[src/rtl/lrg_arb_pkg.sv]
package lrg_arb_pkg;

   // Index of the host master inside the request/grant vectors and the list.
   localparam int unsigned LRG_HOST_IDX = 0;

   // Upper bound on external devices accepted by the parameter checks.
   localparam int unsigned LRG_EXT_MAX  = 7;

   // Bits needed to hold a master index for a given master count.
   function automatic int unsigned lrg_idx_bits(input int unsigned n_masters);
      int unsigned b;
      b = 1;
      while ((1 << b) < n_masters) b++;
      return b;
   endfunction

endpackage

[src/rtl/lrg_prio_list.sv]
module lrg_prio_list #(
   parameter int unsigned NUM_M = 5,
   parameter int unsigned IDX_W = 3
) (
   input  logic                     clk,
   input  logic                     rst_n,
   input  logic                     upd_i,
   input  logic [IDX_W-1:0]         served_i,
   output logic [NUM_M*IDX_W-1:0]   list_o
);

   logic [IDX_W-1:0] slot_q   [NUM_M];
   logic [IDX_W-1:0] slot_nxt [NUM_M];
   logic [NUM_M-1:0] hit;
   logic [NUM_M-1:0] at_or_after;

   if (NUM_M < 2) begin : g_bad_count
      $error("lrg_prio_list: NUM_M must be at least 2");
   end
   if ((1 << IDX_W) < NUM_M) begin : g_bad_width
      $error("lrg_prio_list: IDX_W too narrow for NUM_M");
   end

   // Locate the served master and mark every slot from its position down.
   for (genvar k = 0; k < NUM_M; k++) begin : g_scan
      assign hit[k] = (slot_q[k] == served_i);
      if (k == 0) begin : g_first
         assign at_or_after[k] = hit[k];
      end else begin : g_rest
         assign at_or_after[k] = at_or_after[k-1] | hit[k];
      end
   end

   // Slots at or below the served one shift up by one; served goes last.
   for (genvar k = 0; k < NUM_M; k++) begin : g_next
      if (k == NUM_M - 1) begin : g_tail
         assign slot_nxt[k] = served_i;
      end else begin : g_body
         assign slot_nxt[k] = at_or_after[k] ? slot_q[k+1] : slot_q[k];
      end
   end

   always_ff @(posedge clk or negedge rst_n) begin
      if (!rst_n) begin
         for (int k = 0; k < NUM_M; k++) slot_q[k] <= IDX_W'(k);
      end else if (upd_i) begin
         for (int k = 0; k < NUM_M; k++) slot_q[k] <= slot_nxt[k];
      end
   end

   for (genvar k = 0; k < NUM_M; k++) begin : g_flat
      assign list_o[k*IDX_W +: IDX_W] = slot_q[k];
   end

   // Which master indices appear somewhere in the list.
   logic [NUM_M-1:0] present;
   always_comb begin
      present = '0;
      for (int m = 0; m < NUM_M; m++) begin
         for (int k = 0; k < NUM_M; k++) begin
            if (slot_q[k] == IDX_W'(m)) present[m] = 1'b1;
         end
      end
   end

   AST_LIST_PERMUTATION: assert property (@(posedge clk) disable iff (!rst_n)
      $countones(present) == NUM_M);

   AST_SERVED_TO_TAIL: assert property (@(posedge clk) disable iff (!rst_n)
      upd_i |=> slot_q[NUM_M-1] == $past(served_i));

   AST_LIST_HELD: assert property (@(posedge clk) disable iff (!rst_n)
      !upd_i |=> $stable(list_o));

endmodule

[src/rtl/lrg_pick.sv]
module lrg_pick
   import lrg_arb_pkg::*;
#(
   parameter int unsigned NUM_M = 5,
   parameter int unsigned IDX_W = 3
) (
   input  logic [NUM_M*IDX_W-1:0] list_i,
   input  logic [NUM_M-1:0]       req_i,
   output logic [IDX_W-1:0]       win_idx_o,
   output logic                   any_o
);

   logic [IDX_W-1:0] slot     [NUM_M];
   logic [NUM_M-1:0] slot_req;

   for (genvar k = 0; k < NUM_M; k++) begin : g_slot
      assign slot[k]     = list_i[k*IDX_W +: IDX_W];
      assign slot_req[k] = req_i[slot[k]];
   end

   assign any_o = |req_i;

   // Highest-placed requesting slot wins; with no request the host is chosen.
   always_comb begin
      win_idx_o = IDX_W'(LRG_HOST_IDX);
      for (int k = NUM_M - 1; k >= 0; k--) begin
         if (slot_req[k]) win_idx_o = slot[k];
      end
   end

endmodule

[src/rtl/lrg_grant_ctl.sv]
module lrg_grant_ctl #(
   parameter int unsigned NUM_M = 5,
   parameter int unsigned IDX_W = 3
) (
   input  logic              clk,
   input  logic              rst_n,
   input  logic              host_mode_i,
   input  logic              bus_idle_i,
   input  logic [NUM_M-1:0]  req_i,
   input  logic [IDX_W-1:0]  win_idx_i,
   output logic [NUM_M-1:0]  gnt_o,
   output logic [IDX_W-1:0]  owner_idx_o,
   output logic              owner_vld_o
);

   localparam logic [NUM_M-1:0] ONE = {{(NUM_M-1){1'b0}}, 1'b1};

   logic [NUM_M-1:0] gnt_q;
   logic [NUM_M-1:0] gnt_nxt;
   logic [NUM_M-1:0] win_oh;
   logic             owner_req;
   logic             reeval;

   if (NUM_M < 2) begin : g_bad_count
      $error("lrg_grant_ctl: NUM_M must be at least 2");
   end

   assign win_oh    = ONE << win_idx_i;
   assign owner_req = |(gnt_q & req_i);
   assign reeval    = bus_idle_i | ~owner_req;

   always_comb begin
      gnt_nxt = gnt_q;
      if (!host_mode_i) begin
         gnt_nxt = '0;
      end else if (reeval) begin
         if (gnt_q == '0)         gnt_nxt = win_oh;
         else if (gnt_q != win_oh) gnt_nxt = '0;
      end
   end

   always_ff @(posedge clk or negedge rst_n) begin
      if (!rst_n) gnt_q <= '0;
      else        gnt_q <= gnt_nxt;
   end

   always_comb begin
      owner_idx_o = '0;
      for (int m = 0; m < NUM_M; m++) begin
         if (gnt_q[m]) owner_idx_o = IDX_W'(m);
      end
   end

   assign owner_vld_o = |gnt_q;
   assign gnt_o       = gnt_q;

   AST_ONE_GRANT: assert property (@(posedge clk) disable iff (!rst_n)
      $onehot0(gnt_q));

   AST_HANDOVER_GAP: assert property (@(posedge clk) disable iff (!rst_n)
      (gnt_q != '0) |=> (gnt_q == '0) || $stable(gnt_q));

   AST_NONHOST_QUIET: assert property (@(posedge clk) disable iff (!rst_n)
      !host_mode_i |=> gnt_q == '0);

   AST_HOLD_WHILE_BUSY: assert property (@(posedge clk) disable iff (!rst_n)
      (host_mode_i && !bus_idle_i && owner_req) |=> $stable(gnt_q));

endmodule

[src/rtl/lrg_bus_arb.sv]
module lrg_bus_arb
   import lrg_arb_pkg::*;
#(
   parameter int unsigned NUM_EXT = 4
) (
   input  logic               clk,
   input  logic               rst_n,
   input  logic               host_mode_i,
   input  logic               bus_frame_n_i,
   input  logic               bus_irdy_n_i,
   input  logic               host_req_i,
   output logic               host_gnt_o,
   input  logic [NUM_EXT-1:0] dev_req_n_i,
   output logic [NUM_EXT-1:0] dev_gnt_n_o
);

   localparam int unsigned NUM_M = NUM_EXT + 1;
   localparam int unsigned IDX_W = lrg_idx_bits(NUM_M);

   if (NUM_EXT < 1 || NUM_EXT > LRG_EXT_MAX) begin : g_bad_ext
      $error("lrg_bus_arb: NUM_EXT out of supported range");
   end

   logic [NUM_M-1:0]       req;
   logic [NUM_M-1:0]       gnt;
   logic [NUM_M*IDX_W-1:0] list;
   logic [IDX_W-1:0]       win_idx;
   logic                   any_req;
   logic [IDX_W-1:0]       owner_idx;
   logic                   owner_vld;
   logic                   frame_prev_q;
   logic                   bus_idle;
   logic                   xfer_start;

   // Active-high request vector: host in slot 0, devices follow.
   assign req[LRG_HOST_IDX] = host_req_i;
   for (genvar i = 0; i < NUM_EXT; i++) begin : g_dev
      assign req[i+1]        = ~dev_req_n_i[i];
      assign dev_gnt_n_o[i]  = ~gnt[i+1];
   end
   assign host_gnt_o = gnt[LRG_HOST_IDX];

   assign bus_idle = bus_frame_n_i & bus_irdy_n_i;

   always_ff @(posedge clk or negedge rst_n) begin
      if (!rst_n) frame_prev_q <= 1'b1;
      else        frame_prev_q <= bus_frame_n_i;
   end

   assign xfer_start = host_mode_i & owner_vld & frame_prev_q & ~bus_frame_n_i;

   lrg_prio_list #(.NUM_M(NUM_M), .IDX_W(IDX_W)) u_list (
      .clk      (clk),
      .rst_n    (rst_n),
      .upd_i    (xfer_start),
      .served_i (owner_idx),
      .list_o   (list)
   );

   lrg_pick #(.NUM_M(NUM_M), .IDX_W(IDX_W)) u_pick (
      .list_i    (list),
      .req_i     (req),
      .win_idx_o (win_idx),
      .any_o     (any_req)
   );

   lrg_grant_ctl #(.NUM_M(NUM_M), .IDX_W(IDX_W)) u_gnt (
      .clk         (clk),
      .rst_n       (rst_n),
      .host_mode_i (host_mode_i),
      .bus_idle_i  (bus_idle),
      .req_i       (req),
      .win_idx_i   (win_idx),
      .gnt_o       (gnt),
      .owner_idx_o (owner_idx),
      .owner_vld_o (owner_vld)
   );

   AST_PARK_ON_HOST: assert property (@(posedge clk) disable iff (!rst_n)
      (host_mode_i && !any_req && gnt == '0) |=> gnt[LRG_HOST_IDX]);

   AST_NO_IDLE_DEVICE_GRANT: assert property (@(posedge clk) disable iff (!rst_n)
      (gnt == '0) |=> (gnt == '0) || |(gnt & $past(req)) || gnt[LRG_HOST_IDX]);

endmodule

[config.mk]
export PLATFORM = sky130hd
export DESIGN_NAME = lrg_bus_arb
export DESIGN_NICKNAME = d
export VERILOG_FILES = /design/src/rtl/lrg_arb_pkg.sv /design/src/rtl/lrg_prio_list.sv /design/src/rtl/lrg_pick.sv /design/src/rtl/lrg_grant_ctl.sv /design/src/rtl/lrg_bus_arb.sv
export SDC_FILE = /design/constraint.sdc
export NUM_CORES = 1
export LEC_CHECK = 0
export BUFFER_PORTS_ARGS = -buffer_cell sky130_fd_sc_hd__clkbuf_2
export CORE_AREA = 4 4 61 63
export DETAILED_ROUTE_END_ITERATION = 12
export DIE_AREA = 0 0 65 67
export HOLD_SLACK_MARGIN = 0.12
export PLACE_DENSITY = 0.78
export SLEW_MARGIN = 20
export SYNTH_ARGS = -nofsm -noshare
export SYNTH_HDL_FRONTEND = slang
export SYNTH_SLANG_ARGS = --single-unit
[constraint.sdc]
create_clock -name clk -period 2.65 [get_ports clk]
set_clock_uncertainty 0.05 [all_clocks]
set_input_delay 0.1325 -clock clk [delete_from_list [all_inputs] [get_ports clk]]
set_output_delay 0.1325 -clock clk [all_outputs]
set_load 0.1 [all_outputs]
-- Word-level counts from Yosys, hierarchy flattened
Index checks and enable logic that the tools add are counted.
- register bits after elaboration: 21
- input port bits: 10
- output and inout port bits: 5
- logic and storage cells: 70
- magnitude comparators: 5
- eq/ne operators: 7
- shift operators: 1
- multiplexer cells: 23
- bitwise logic cells: 19
- reductions and logical operators: 8
- operator list (operator ; number):
    3-bit by 4-bit < comparator with 1-bit output, second input constant ; 5
    5-bit two-way mux ; 4
    3-bit two-way mux ; 6
    1-bit binary-select mux with 3-bit select ; 5
    3-bit equality test ; 4
    1-bit inverter ; 10
    2-bit AND reduction ; 5
    5-bit OR reduction ; 2
    1-bit two-way mux ; 6
    5-bit bitwise AND ; 1
    5-bit logical NOT ; 1
    5-bit != test ; 1
    1-bit by 3-bit << shifter with 5-bit output, first input constant ; 1
    1-bit bitwise AND ; 4
    2-bit two-way mux ; 2
    1-bit OR ; 4
    3-bit by 1-bit != test with 1-bit output, second input constant ; 1
    2-bit by 1-bit != test with 1-bit output, second input constant ; 1

-- Longest topological paths before layout
Gate-level depths: netlist (run 1).
- word-level depth: 14
- gate-level depth with buffers: 11
- gate-level depth less buffers: 9

-- By module
A second synthesis (run 1) with hierarchy kept.
- cells, all modules: 168
- area total of the unflattened synthesis: 1780.5 µm²
- modules (own cells, without submodules) (module ; times used ; cells an instance ; area each (µm²) ; seq. area each (µm²)):
    lrg_prio_list ; 1 ; 52 ; 838.3 ; 381.6
    lrg_grant_ctl ; 1 ; 56 ; 470.5 ; 125.1
    lrg_pick ; 1 ; 49 ; 397.9 ; 0.0
    lrg_bus_arb ; 1 ; 11 ; 73.8 ; 26.3

-- Least setup slack after synthesis (run 1)
Ideal clock, no wire load.
- kind: register -> register
- from: register u_gnt.gnt_q[2] (netlist: u_gnt.gnt_o[2])
- to: register u_list.slot_q, in the netlist u_list.list_o[11]
- library setup time: 0.125 ns
- arrival time: 2.771 ns
- data required time: 2.475 ns
- path slack: -0.296 ns
- stages on the path, launching flop included: 10
- buffers on the path: 0
- period minus slack after synthesis: 2.946 ns
- cell sequence: dfrtp_1 inv_1 a21oi_1 nor2_1 xor2_1 nor3_2 a21o_1 nor2_1 o31a_1 mux2_2
- longest elaborated chain between the ends: 8
- elaborated cells on any way between the ends: 15
- RTL lines (item ; RTL line ; text):
    from (decl) ; lrg_grant_ctl.sv:18 ; logic [NUM_M-1:0] gnt_q;
    from (signal assigned) ; lrg_grant_ctl.sv:44 ; else gnt_q <= gnt_nxt;
    2-bit two-way mux (2 in a row) ; lrg_grant_ctl.sv:50 ; if (gnt_q[m]) owner_idx_o = IDX_W'(m);
    3-bit two-way mux ; lrg_grant_ctl.sv:50 ;
    3-bit equality test ; lrg_prio_list.sv:26 ; assign hit[k] = (slot_q[k] == served_i);
    1-bit OR (3 in a row) ; lrg_prio_list.sv:30 ; assign at_or_after[k] = at_or_after[k-1] | hit[k];
    2-bit AND reduction (no line) * ; - ;
    to (decl) ; lrg_prio_list.sv:12 ; logic [IDX_W-1:0] slot_q [NUM_M];
Mark *: on every way between the ends. The rest lies on a longest branch, timed or not.
A chain may end at the register's enable or synchronous reset.

-- Worst setup path after layout (run 1)
- from: register u_list.slot_q, in the netlist u_list.list_o[9]
- to: register u_gnt.gnt_q[1] (netlist: u_gnt.gnt_o[1])
- longest elaborated chain between the ends: 10
- elaborated cells on any way between the ends: 13
- RTL lines (item ; RTL line ; text):
    1-bit binary-select mux with 3-bit select ; lrg_pick.sv:18 ; assign slot_req[k] = req_i[slot[k]];
    1-bit two-way mux (not written as such) ; lrg_pick.sv:18 ;
    3-bit two-way mux * (4 in a row) ; lrg_pick.sv:27 ; if (slot_req[k]) win_idx_o = slot[k];
    1-bit by 3-bit << shifter with 5-bit output * ; lrg_grant_ctl.sv:28 ; assign win_oh = ONE << win_idx_i;
    5-bit != test or 5-bit two-way mux (tied branches) ; lrg_grant_ctl.sv:38, lrg_grant_ctl.sv:37 ;
    3-bit by 1-bit != test with 1-bit output (no line) or 5-bit two-way mux (tied branches) ; - ;
    2-bit AND reduction (no line) or 5-bit two-way mux (tied branches) ; - ;
Mark *: on every way between the ends. The rest lies on a longest branch, timed or not. The select of a mux whose other input is x is not followed.

==> results.ini, run 1 <==
[timing]
period_share_pct = 110
rsz0062_at_grt = yes
hold_violations = 0
fin_hold_ws_ns = 0.186
maxSlewViolCount = 0
worst_slew_pin_slew_ns = 0.554
maxSlewHeadroom_pct = 63.1
finalSetupViolations = 5
setup_ws_ns = -0.272
fmax_ghz = 0.342
fin_crit_ns = 2.92

[floorplanning]
pin_count = 15
rows = 21
die_y_um = 67
dieWidth_um = 65
die_area_um2 = 4360
start_util_pct = 48.3
core_um2 = 3230

[cts]
cts_buffers = 3
cts_max_path_buffers = 2
htreeDepth = 1
cts-root-buf = clkbuf_4
path_clk_slew_ns = 0.14
clkLatencyLatePin_ns = 0.31
cts_tree = yes
cts_sinks = 21

[critical_path]
cp.arrival_ns = 3.08
endpoint_kind = flop
start_kind = flop
worstSetupPathType = reg2reg
cp_max_fo = 5
required_ns = 2.80

[routing]
route.final.wire_length_um = 4860
vias = 1611
drcViolationCount = 0
antenna_left = 0
via_per_inst = 6.29
drt_pre_antenna_iters = 4
drtIter0Drc = 119
wire_per_inst_um = 19.0

[cells_and_area]
multiInputGateArea_um2 = 1050
n_antenna_cell = 0
final_cell_area_um2 = 2010
fillers = 261
syn_to_final_growth_pct = 28.9
layout_commonest_cell = buf_4
final_nets = 221
register_area_um2 = 534
drive_gt1_share_pct = 43.8
fin_util_pct = 62.3
mostFrequentLayoutCells = 26 x buf_4, 16 x mux2_2, 15 x nand2_1

[placement]
gp_congestion = 1.03
io_buffers = 14
dp_hpwl_um = 3110
place_area_um2 = 1800

[power]
p_leak_uw = 0.000861
power.density_nw_per_um2 = 1000
ir_worst_vdd_v = 0.000431

[logic_synthesis]
synth_edf_count = 0
yosys_warnings = 0
async_reset_ff_share_pct = 100
syn-num-nets = 181
ys_ff_latch = 21
ys_types = 48
yosysSeqAreaShare_pct = 34.2
synth_area_um2 = 1560
ys.flop_type = dfrtp_1
avgSynthCellArea_um2 = 9.12
synth_cells = 171

[global_routing]
antenna_found_initial = 0
globalRouteTotalUtil_pct = 21.8
grt_pass1_wl_um = 7410
grt_max_degree = 22
grt_overflow_total = 0
first_global_vias = 1576

[run_status]
status = finished, violations left
violations = setup timing

[min_path]
hold_path.class = in2reg

[run]
drv_cap = 0

-- state kept, by name, indices dropped and copies added, names as in the netlist --
register       count
u_list.list_o     15
frame_prev_q       1
u_gnt.gnt_o        5
-- cells by family (layout without fill, tap and decap cells) --
group	Yosys count	in the layout	share of synthesized area [%]
XOR/XNOR	5	5	2.81
AO/OA/AOI/OAI	41	41	18.6
buffers and inverters	15	54	4.01
AND/OR/NAND/NOR	67	67	25.0
multiplexers	22	22	15.4
flip-flops	21	21	34.2
-- power breakdown --
part	switching [uW]	total, uW	leakage (uW)	internal [uW]
registers	134	550	0.000268	416
logic	673	1300	0.000580	625
clock network	116	173	0.0000139	57.5
-- final timing paths --
check                                                   start                             to  slack (ns)  cells after the start
worst max-delay path             u_list.list_o[9]$_DFFE_PN1P_     u_gnt.gnt_o[1]$_DFFE_PN0P_       -0.27                     10
worst min-delay path                              host_mode_i     u_gnt.gnt_o[4]$_DFFE_PN0P_        0.19                      4
worst max register to register   u_list.list_o[9]$_DFFE_PN1P_     u_gnt.gnt_o[1]$_DFFE_PN0P_       -0.27                     10
worst min register to register  u_list.list_o[14]$_DFFE_PN1P_  u_list.list_o[14]$_DFFE_PN1P_        0.49                      2
max in group asynchronous                               rst_n     u_gnt.gnt_o[0]$_DFFE_PN0P_        1.88                      2
min in group asynchronous                               rst_n   u_list.list_o[5]$_DFFE_PN0P_        0.26                      2
-- metal layers --
metal / up-vias / share of wire, % / track usage [%]
li1: 720 / - / -
met1: 782 / 40 / 28.3
met2: 92 / 48 / 36.1
met3: 17 / 8.2 / 3.04
met4: 0 / 3.2 / 8.97
met5: - / 0 / 0
-- worst max-delay path: stages, from the launching register on --
cell	delay, ns
dfstp_2	0.66
mux2i_4	0.31
a32oi_4	0.08
mux2i_2	0.27
a311oi_2	0.15
or2_4	0.28
buf_4	0.14
o31a_1	0.29
nor3_2	0.20
o41a_1	0.26
o22ai_1	0.10
-- Yosys cell counts (all sizes together), types with 2 or more instances --
library cell | n | area share (%)
mux2 | 16 | 12
nand2 | 16 | 3.8
dfrtp | 15 | 24
nor2 | 12 | 2.9
a21oi | 9 | 2.9
o21ai | 9 | 2.9
nor3 | 8 | 2.9
dfstp | 6 | 10
inv | 6 | 1.4
mux2i | 6 | 3.8
nor2b | 6 | 2.4
nor4b | 6 | 4.6
or2 | 6 | 2.4
buf | 5 | 1.6
a32oi | 4 | 2.7
clkbuf | 4 | 0.96
xor2 | 4 | 2.2
o22ai | 3 | 1.2
a2bb2oi | 2 | 1.1
a31oi | 2 | 0.80
and2 | 2 | 0.80
nand4 | 2 | 0.80
nor4 | 2 | 0.80
o31a | 2 | 1.1
-- final cells by class --
| cell class | count | area share (%) |
|---|---|---|
| clock buffer | 3 | 1.12 |
| clock inverter | 1 | 0.373 |
| inverter | 6 | 1.49 |
| multi-input combinational | 135 | 52.3 |
| sequential | 21 | 26.6 |
| tap | 46 | 2.86 |
| timing repair buffer | 44 | 15.3 |
-- repair_timing --
item,CTS,global route
resized for setup,8,12
setup buffers,3,6
hold buffers,2,0
setup endpoints to repair,5,8
pin swaps,12,9
hold endpoints to repair,22,0
-- metrics by stage --
stage / TNS, ns / cells / power (uW) / setup slack [ns]
floorplan: 0 / 171 / 1280 / 0.000520
global placement: -0.0231 / 241 / 1500 / -0.0214
detailed placement: -0.696 / 241 / 1550 / -0.164
CTS: -0.279 / 250 / 1810 / -0.0900
global route: -1.94 / 256 / 2130 / -0.394
finish: -1.33 / 256 / 2020 / -0.272
Note: power is estimated with default switching activity, not from simulation.
==> run 2, diff against run 1 <==
- CORE_AREA: 4 4 61 63 -> 4 4 60 62
- DIE_AREA: 0 0 65 67 -> 0 0 64 66
- PLACE_DENSITY: 0.78 -> 0.81
==> run 2 against run 1 <==
Compared with the run above: the run still ends with setup timing left; power is 6.0% lower; non-clock buffer count is 2 lower; setup slack better by 0.13 ns; combinational power is 8% lower; critical path type unchanged; critical endpoint unchanged; largest cell class unchanged.
==> results.ini, run 2 (synthesis results as in run 1) <==
[run_status]
status = finished, violations left  ; unchanged
violations = setup timing  ; unchanged

[critical_path]
cpLargestDelayFamily = compound AO/OA/AOI/OAI gates  ; unchanged
cp_max_fo = 7  ; was 5
cp.arrival_ns = 2.98  ; was 3.08 ns
reg2reg_slack_ns = -0.14  ; was -0.27 ns
reg2reg_from = u_list.list_o[9]$_DFFE_PN1P_  ; unchanged
worst_path_max_delay_cell = dfstp_2  ; unchanged
setup.worst_path.end = u_gnt.gnt_o[1]$_DFFE_PN0P_  ; unchanged
cp.depth = 10  ; unchanged
r2r-end = u_gnt.gnt_o[1]$_DFFE_PN0P_  ; unchanged
endpoint_kind = flop  ; unchanged
critical_path.startpoint = u_list.list_o[9]$_DFFE_PN1P_  ; unchanged
crit_path_max_incr_delay_ns = 0.66  ; about the same
crit_buf_inv = 1  ; unchanged
start_kind = flop  ; unchanged
required_ns = 2.84  ; was 2.80 ns
worstSetupPathType = reg2reg  ; unchanged
crit_chain = mux2i_4 > a32oi_2 > mux2i_1 > a311oi_2 > buf_4 > nor4_2 > o21ai_1 > o211ai_1 > o41a_1 > o22ai_1  ; was mux2i_4 > a32oi_4 > mux2i_2 > a311oi_2 > or2_4 > buf_4 > o31a_1 > nor3_2 > o41a_1 > o22ai_1
ff2ff_path_depth = 10  ; unchanged

[global_routing]
first_global_vias = 1545  ; was 1576
antenna_found_initial = 0  ; unchanged
gr-usage-met1_pct = 29.5  ; was 28.3%
use_met2_pct = 37.2  ; was 36.1%
globalRouteTotalUtil_pct = 22.2  ; was 21.8%
grt_overflow_total = 0  ; unchanged
grt_pass1_wl_um = 7270  ; was 7410 um
grt_busiest_layer = met2  ; unchanged
use_met3_pct = 2.21  ; was 3.04%
grt_max_degree = 22  ; unchanged

[power]
seqPwrFrac_pct = 28.4  ; was 27.2%
p_int_uw = 1040  ; was 1100 uW
switching_share_pct = 45.4  ; was 45.7%
p_leak_uw = 0.000850  ; was 0.000861 uW
ir_worst_vdd_v = 0.000687  ; was 0.000431 V
power_frac_clock_pct = 8.6  ; about the same
switchingPower_uw = 862  ; was 923 uW
power.density_nw_per_um2 = 958  ; was 1000 nW/um2
combPwrFrac_pct = 63.1  ; was 64.2%

[min_path]
min_from = host_mode_i  ; unchanged
hold_path.class = in2reg  ; unchanged

[cts]
path_clk_slew_ns = 0.12  ; was 0.14 ns
cts_max_path_buffers = 2  ; unchanged
cts-root-buf = clkbuf_4  ; unchanged
cts_buffers = 3  ; unchanged
cts_tree = yes  ; unchanged
htreeDepth = 1  ; unchanged
clkLatencyLatePin_ns = 0.32  ; was 0.31 ns
cts_sinks = 21  ; unchanged

[timing]
period_share_pct = 105  ; was 110%
fin_crit_ns = 2.79  ; was 2.92 ns
hold_violations = 0  ; unchanged
rsz0062_at_grt = yes  ; unchanged
maxSlewViolCount = 0  ; unchanged
fmax_ghz = 0.359  ; was 0.342 GHz
maxSlewHeadroom_pct = 63.7  ; was 63.1%
setup_ws_ns = -0.139  ; was -0.272 ns
worst_slew_pin_slew_ns = 0.545  ; was 0.554 ns
finalSetupViolations = 5  ; unchanged
tns_ns = -0.624  ; was -1.33 ns
fin_hold_ws_ns = 0.222  ; was 0.186 ns

[placement]
io_buffers = 14  ; unchanged
dp_cells = 240  ; was 241
gp_congestion = 0.910  ; was 1.03
dp_hpwl_um = 3130  ; was 3110 um

[routing]
drtIter0Drc = 124  ; was 119
wire_per_inst_um = 17.3  ; was 19.0 um
route.final.wire_length_um = 4370  ; was 4860 um
drt_pre_antenna_iters = 5  ; was 4
via_per_inst = 6.12  ; was 6.29
drcViolationCount = 0  ; unchanged
vias = 1542  ; was 1611
antenna_left = 0  ; unchanged

[cells_and_area]
layoutNonFillerInstCount = 252  ; was 256
fillers = 253  ; was 261
mostFrequentLayoutCells = 25 x buf_4, 16 x mux2_2, 15 x nand2_1  ; was 26 x buf_4, 16 x mux2_2, 15 x nand2_1
multiInputGateArea_um2 = 1040  ; was 1050 um2
layout_commonest_cell = buf_4  ; unchanged
drive_gt1_share_pct = 42.3  ; was 43.8%
register_area_um2 = 534  ; unchanged
n_antenna_cell = 0  ; unchanged
final_nets = 219  ; was 221
largest_reg_flops = 15  ; unchanged
syn_to_final_growth_pct = 27.0  ; was 28.9%

[floorplanning]
start_util_pct = 51.5  ; was 48.3%
die_y_um = 66  ; was 67 um
core_um2 = 3030  ; was 3230 um2
pin_count = 15  ; unchanged
rows = 20  ; was 21
die_area_um2 = 4220  ; was 4360 um2
dieWidth_um = 64  ; was 65 um

[run]
drv_cap = 0  ; unchanged

==> run 2: worst min path at each step <==
stage	cells after the start	slack, ns	to
2_1_floorplan	0	-0.21	u_gnt.gnt_o[0]$_DFFE_PN0P_
3_3_place_gp	1	0.06	u_list.list_o[5]$_DFFE_PN0P_
3_5_place_dp	1	0.09	u_list.list_o[4]$_DFFE_PN0P_
4_1_cts	4	0.19	u_gnt.gnt_o[4]$_DFFE_PN0P_
5_1_grt	4	0.23	u_gnt.gnt_o[1]$_DFFE_PN0P_
6_report	4	0.22	u_gnt.gnt_o[1]$_DFFE_PN0P_
==> run 2: what timing repair did <==
| action | 4_1_cts | 5_1_grt |
|---|---|---|
| hold endpoints to repair | 22 | 0 |
| setup buffers | 4 | 3 |
| pin swaps | 8 | 10 |
| resized for setup | 5 | 11 |
| setup endpoints to repair | 5 | 8 |
| hold buffers | 2 | 0 |
==> run 2: stage by stage <==
stage / setup slack (ns) / util [%] / cell area (um2) / power (uW)
after detailed placement: -0.0791 / 59.6 / 1800 / 1550
after floorplan: 0.000520 / - / 1570 / 1280
after global placement: 0.0825 / 59.6 / 1800 / 1510
after global routing: -0.253 / 65.5 / 1980 / 2020
after CTS: -0.0728 / 63.2 / 1910 / 1780
final: -0.139 / 65.5 / 1980 / 1900
==> run 2: per-layer routing <==
| metal | vias to the layer above | part of all wire (%) |
|---|---|---|
| met2 | 72 | 49 |
| met5 | - | 0 |
| met3 | 10 | 6.6 |
| met4 | 0 | 1.8 |
| li1 | 707 | - |
| met1 | 753 | 43 |
==> run 2: worst reg2reg max path: cells and delay by family, from the launching register on <==
| family | cells | cell delay, ns |
|---|---|---|
| compound gates | 6 | 1.35 |
| buf+inv | 1 | 0.17 |
| flops | 1 | 0.66 |
| mux | 2 | 0.45 |
| simple gates | 1 | 0.04 |
==> run 2: cell type report <==
type | count | share of cell area [%]
Clock buffer | 3 | 1.14
Timing Repair Buffer | 42 | 14.6
Sequential cell | 21 | 27.0
Tap cell | 44 | 2.78
Multi-Input combinational cell | 135 | 52.7
Clock inverter | 1 | 0.379
Inverter | 6 | 1.52
==> run 2: power by group through the flow <==
stage                     combinational (uW)  sequential, uW  clock, uW
after floorplan                          744             534          0
after global placement                   978             528          0
after detailed placement                1020             537          0
after CTS                               1080             534        167
after global routing                    1270             557        188
final                                   1200             539        162
==> run 3, diff against run 2 <==
- CORE_AREA: 4 4 60 62 -> 4 4 64 66
- DIE_AREA: 0 0 64 66 -> 0 0 68 70
- PLACE_DENSITY: 0.81 -> 0.73
==> run 3 against run 2 <==
Compared with the run above: the run still ends with setup timing left; first-iteration DRC count is 56% lower; register-to-register slack better by 0.07 ns; largest cell class unchanged; core utilization down 9.8 points; clock power down 2%; non-clock buffer count decreased by 1; largest power group unchanged; routed wire length is 6.4% lower; via count is 6.0% lower; combinational power barely moved; sequential cell count stayed put; die area increased by 13%.
==> results.ini, run 3 (synthesis results as in run 1) <==
[global_routing]
antenna_found_initial = 0  ; unchanged
grt_max_degree = 22  ; unchanged
grt_overflow_total = 0  ; unchanged
globalRouteTotalUtil_pct = 18.6  ; was 22.2%
first_global_vias = 1406  ; was 1545
grt_pass1_wl_um = 6870  ; was 7270 um

[critical_path]
reg2reg_from = u_list.list_o[9]$_DFFE_PN1P_  ; unchanged
cpLargestDelayFamily = compound AO/OA/AOI/OAI gates  ; unchanged
crit_chain = buf_6 > nor4b_4 > nor4b_2 > mux2i_1 > a311oi_2 > or2_4 > nor2b_4 > xnor2_2 > o41a_1 > o21ai_1  ; was mux2i_4 > a32oi_2 > mux2i_1 > a311oi_2 > buf_4 > nor4_2 > o21ai_1 > o211ai_1 > o41a_1 > o22ai_1
worstSetupPathType = reg2reg  ; unchanged
ff2ff_path_depth = 10  ; unchanged
cp_max_fo = 6  ; was 7
worst_path_max_delay_cell = dfstp_2  ; unchanged
crit_path_max_incr_delay_ns = 0.63  ; was 0.66 ns
required_ns = 2.84  ; about the same
cp.arrival_ns = 2.91  ; was 2.98 ns
endpoint_kind = flop  ; unchanged
r2r-end = u_gnt.gnt_o[3]$_DFFE_PN0P_  ; was u_gnt.gnt_o[1]$_DFFE_PN0P_
crit_buf_inv = 1  ; unchanged
start_kind = flop  ; unchanged
reg2reg_slack_ns = -0.07  ; was -0.14 ns

[cts]
cts_tree = yes  ; unchanged
cts_sinks = 21  ; unchanged
path_clk_slew_ns = 0.12  ; about the same
cts_max_path_buffers = 2  ; unchanged
clkLatencyLatePin_ns = 0.30  ; was 0.32 ns
htreeDepth = 1  ; unchanged
cts-root-buf = clkbuf_4  ; unchanged
cts_buffers = 3  ; unchanged

[timing]
fmax_ghz = 0.368  ; was 0.359 GHz
tns_ns = -0.322  ; was -0.624 ns
finalSetupViolations = 5  ; unchanged
period_share_pct = 103  ; was 105%
rsz0062_at_grt = yes  ; unchanged
maxSlewHeadroom_pct = 63.9  ; was 63.7%
fin_crit_ns = 2.72  ; was 2.79 ns
hold_violations = 0  ; unchanged
fin_hold_ws_ns = 0.198  ; was 0.222 ns
setup_ws_ns = -0.0696  ; was -0.139 ns
maxSlewViolCount = 0  ; unchanged
worst_slew_pin_slew_ns = 0.544  ; was 0.545 ns

[placement]
place_area_um2 = 1830  ; was 1800 um2
dp_hpwl_um = 3050  ; was 3130 um
io_buffers = 14  ; unchanged
gp_congestion = 0.951  ; was 0.910

[floorplanning]
die_y_um = 70  ; was 66 um
core_um2 = 3580  ; was 3030 um2
dieWidth_um = 68  ; was 64 um
die_area_um2 = 4760  ; was 4220 um2
rows = 22  ; was 20
pin_count = 15  ; unchanged
start_util_pct = 43.6  ; was 51.5%

[min_path]
hold_path.class = in2reg  ; unchanged
whs_path_depth = 4  ; unchanged
min_from = host_mode_i  ; unchanged
min_to = u_gnt.gnt_o[4]$_DFFE_PN0P_  ; was u_gnt.gnt_o[1]$_DFFE_PN0P_

[power]
p_leak_uw = 0.000852  ; was 0.000850 uW
ir_worst_vdd_v = 0.000577  ; was 0.000687 V
power.density_nw_per_um2 = 947  ; was 958 nW/um2

[routing]
via_per_inst = 5.68  ; was 6.12
met1Wirelength_um = 1970  ; was 1870 um
drt_pre_antenna_iters = 4  ; was 5
wl_met3_um = 149  ; was 287 um
route.final.wire_length_um = 4090  ; was 4370 um
wl_met2_um = 1920  ; was 2140 um
wire_per_inst_um = 16.0  ; was 17.3 um
vias = 1449  ; was 1542
antenna_left = 0  ; unchanged
drcViolationCount = 0  ; unchanged
highest_layer = met4  ; unchanged
drtIter0Drc = 55  ; was 124

[run_status]
violations = setup timing  ; unchanged
status = finished, violations left  ; unchanged

[cells_and_area]
largest_reg_flops = 15  ; unchanged
drive_gt1_share_pct = 43.5  ; was 42.3%
fillers = 343  ; was 253
layout_commonest_cell = buf_4  ; unchanged
final_cell_area_um2 = 1990  ; was 1980 um2
n_antenna_cell = 0  ; unchanged
mostFrequentLayoutCells = 23 x buf_4, 16 x mux2_2, 15 x nand2_1  ; was 25 x buf_4, 16 x mux2_2, 15 x nand2_1
syn_to_final_growth_pct = 27.6  ; was 27.0%
final_nets = 218  ; was 219

[run]
drv_cap = 0  ; unchanged

==> run 3: worst reg2reg max path, delay by kind of cell (launching register included) <==
kind	cells	cell delay [ns]
flops	1	0.63
xor+xnor	1	0.07
buf+inv	1	0.12
mux	1	0.13
simple gates	4	0.70
compound gates	3	0.94
==> run 3: timing repair <==
| item | CTS | global route |
|---|---|---|
| setup endpoints to repair | 5 | 5 |
| pin swaps | 12 | 9 |
| buffers inserted | 2 | 0 |
| gates resized for setup | 9 | 12 |
| hold endpoints to repair | 22 | 0 |
| hold buffers | 2 | 0 |
==> run 3: cell type report <==
type	count	area (um2)	share of cell area, %
multi-input combinational	135	1050	52.7
clock buffer	3	22.5	1.13
tap	48	60.1	3.02
inverter	6	30.0	1.51
timing repair buffer	41	285	14.3
clock inverter	1	7.51	0.377
sequential	21	536	26.9
==> run 3: where the power goes <==
group,internal [uW],switching [uW]
registers,416,122
logic,572,617
clock network,57.4,100
total,1050,839
==> run 3: how the worst max path moves through the flow <==
stage | cells past startpoint | startpoint | end | slack (ns)
after global routing | 10 | u_list.list_o[9]$_DFFE_PN1P_ | u_gnt.gnt_o[0]$_DFFE_PN0P_ | -0.18
after detailed placement | 9 | u_list.list_o[9]$_DFFE_PN1P_ | u_gnt.gnt_o[1]$_DFFE_PN0P_ | -0.1
final | 10 | u_list.list_o[9]$_DFFE_PN1P_ | u_gnt.gnt_o[3]$_DFFE_PN0P_ | -0.07
after global placement | 9 | u_list.list_o[6]$_DFFE_PN0P_ | u_gnt.gnt_o[1]$_DFFE_PN0P_ | -0.04
after CTS | 9 | u_list.list_o[9]$_DFFE_PN1P_ | u_gnt.gnt_o[0]$_DFFE_PN0P_ | -0.05
after floorplan | 10 | u_list.list_o[0]$_DFFE_PN0P_ | u_gnt.gnt_o[1]$_DFFE_PN0P_ | 0.0005
==> run 3: through the flow <==
step                      instances  total power [uW]  utilization, %  worst slack [ns]
final                           255              1890            55.6           -0.0696
after CTS                       255              1810            54.2           -0.0503
after global placement          247              1560            51.2           -0.0421
after floorplan                 171              1280               -          0.000520
after detailed placement        247              1570            51.2           -0.0968
after global routing            255              2010            55.6            -0.178
==> run 3: per-layer routing <==
layer | GRT usage [%] | vias up
met5 | 0 | -
met4 | 6.40 | 0
met3 | 2.25 | 6
met2 | 27.5 | 44
met1 | 27.6 | 693
li1 | - | 706
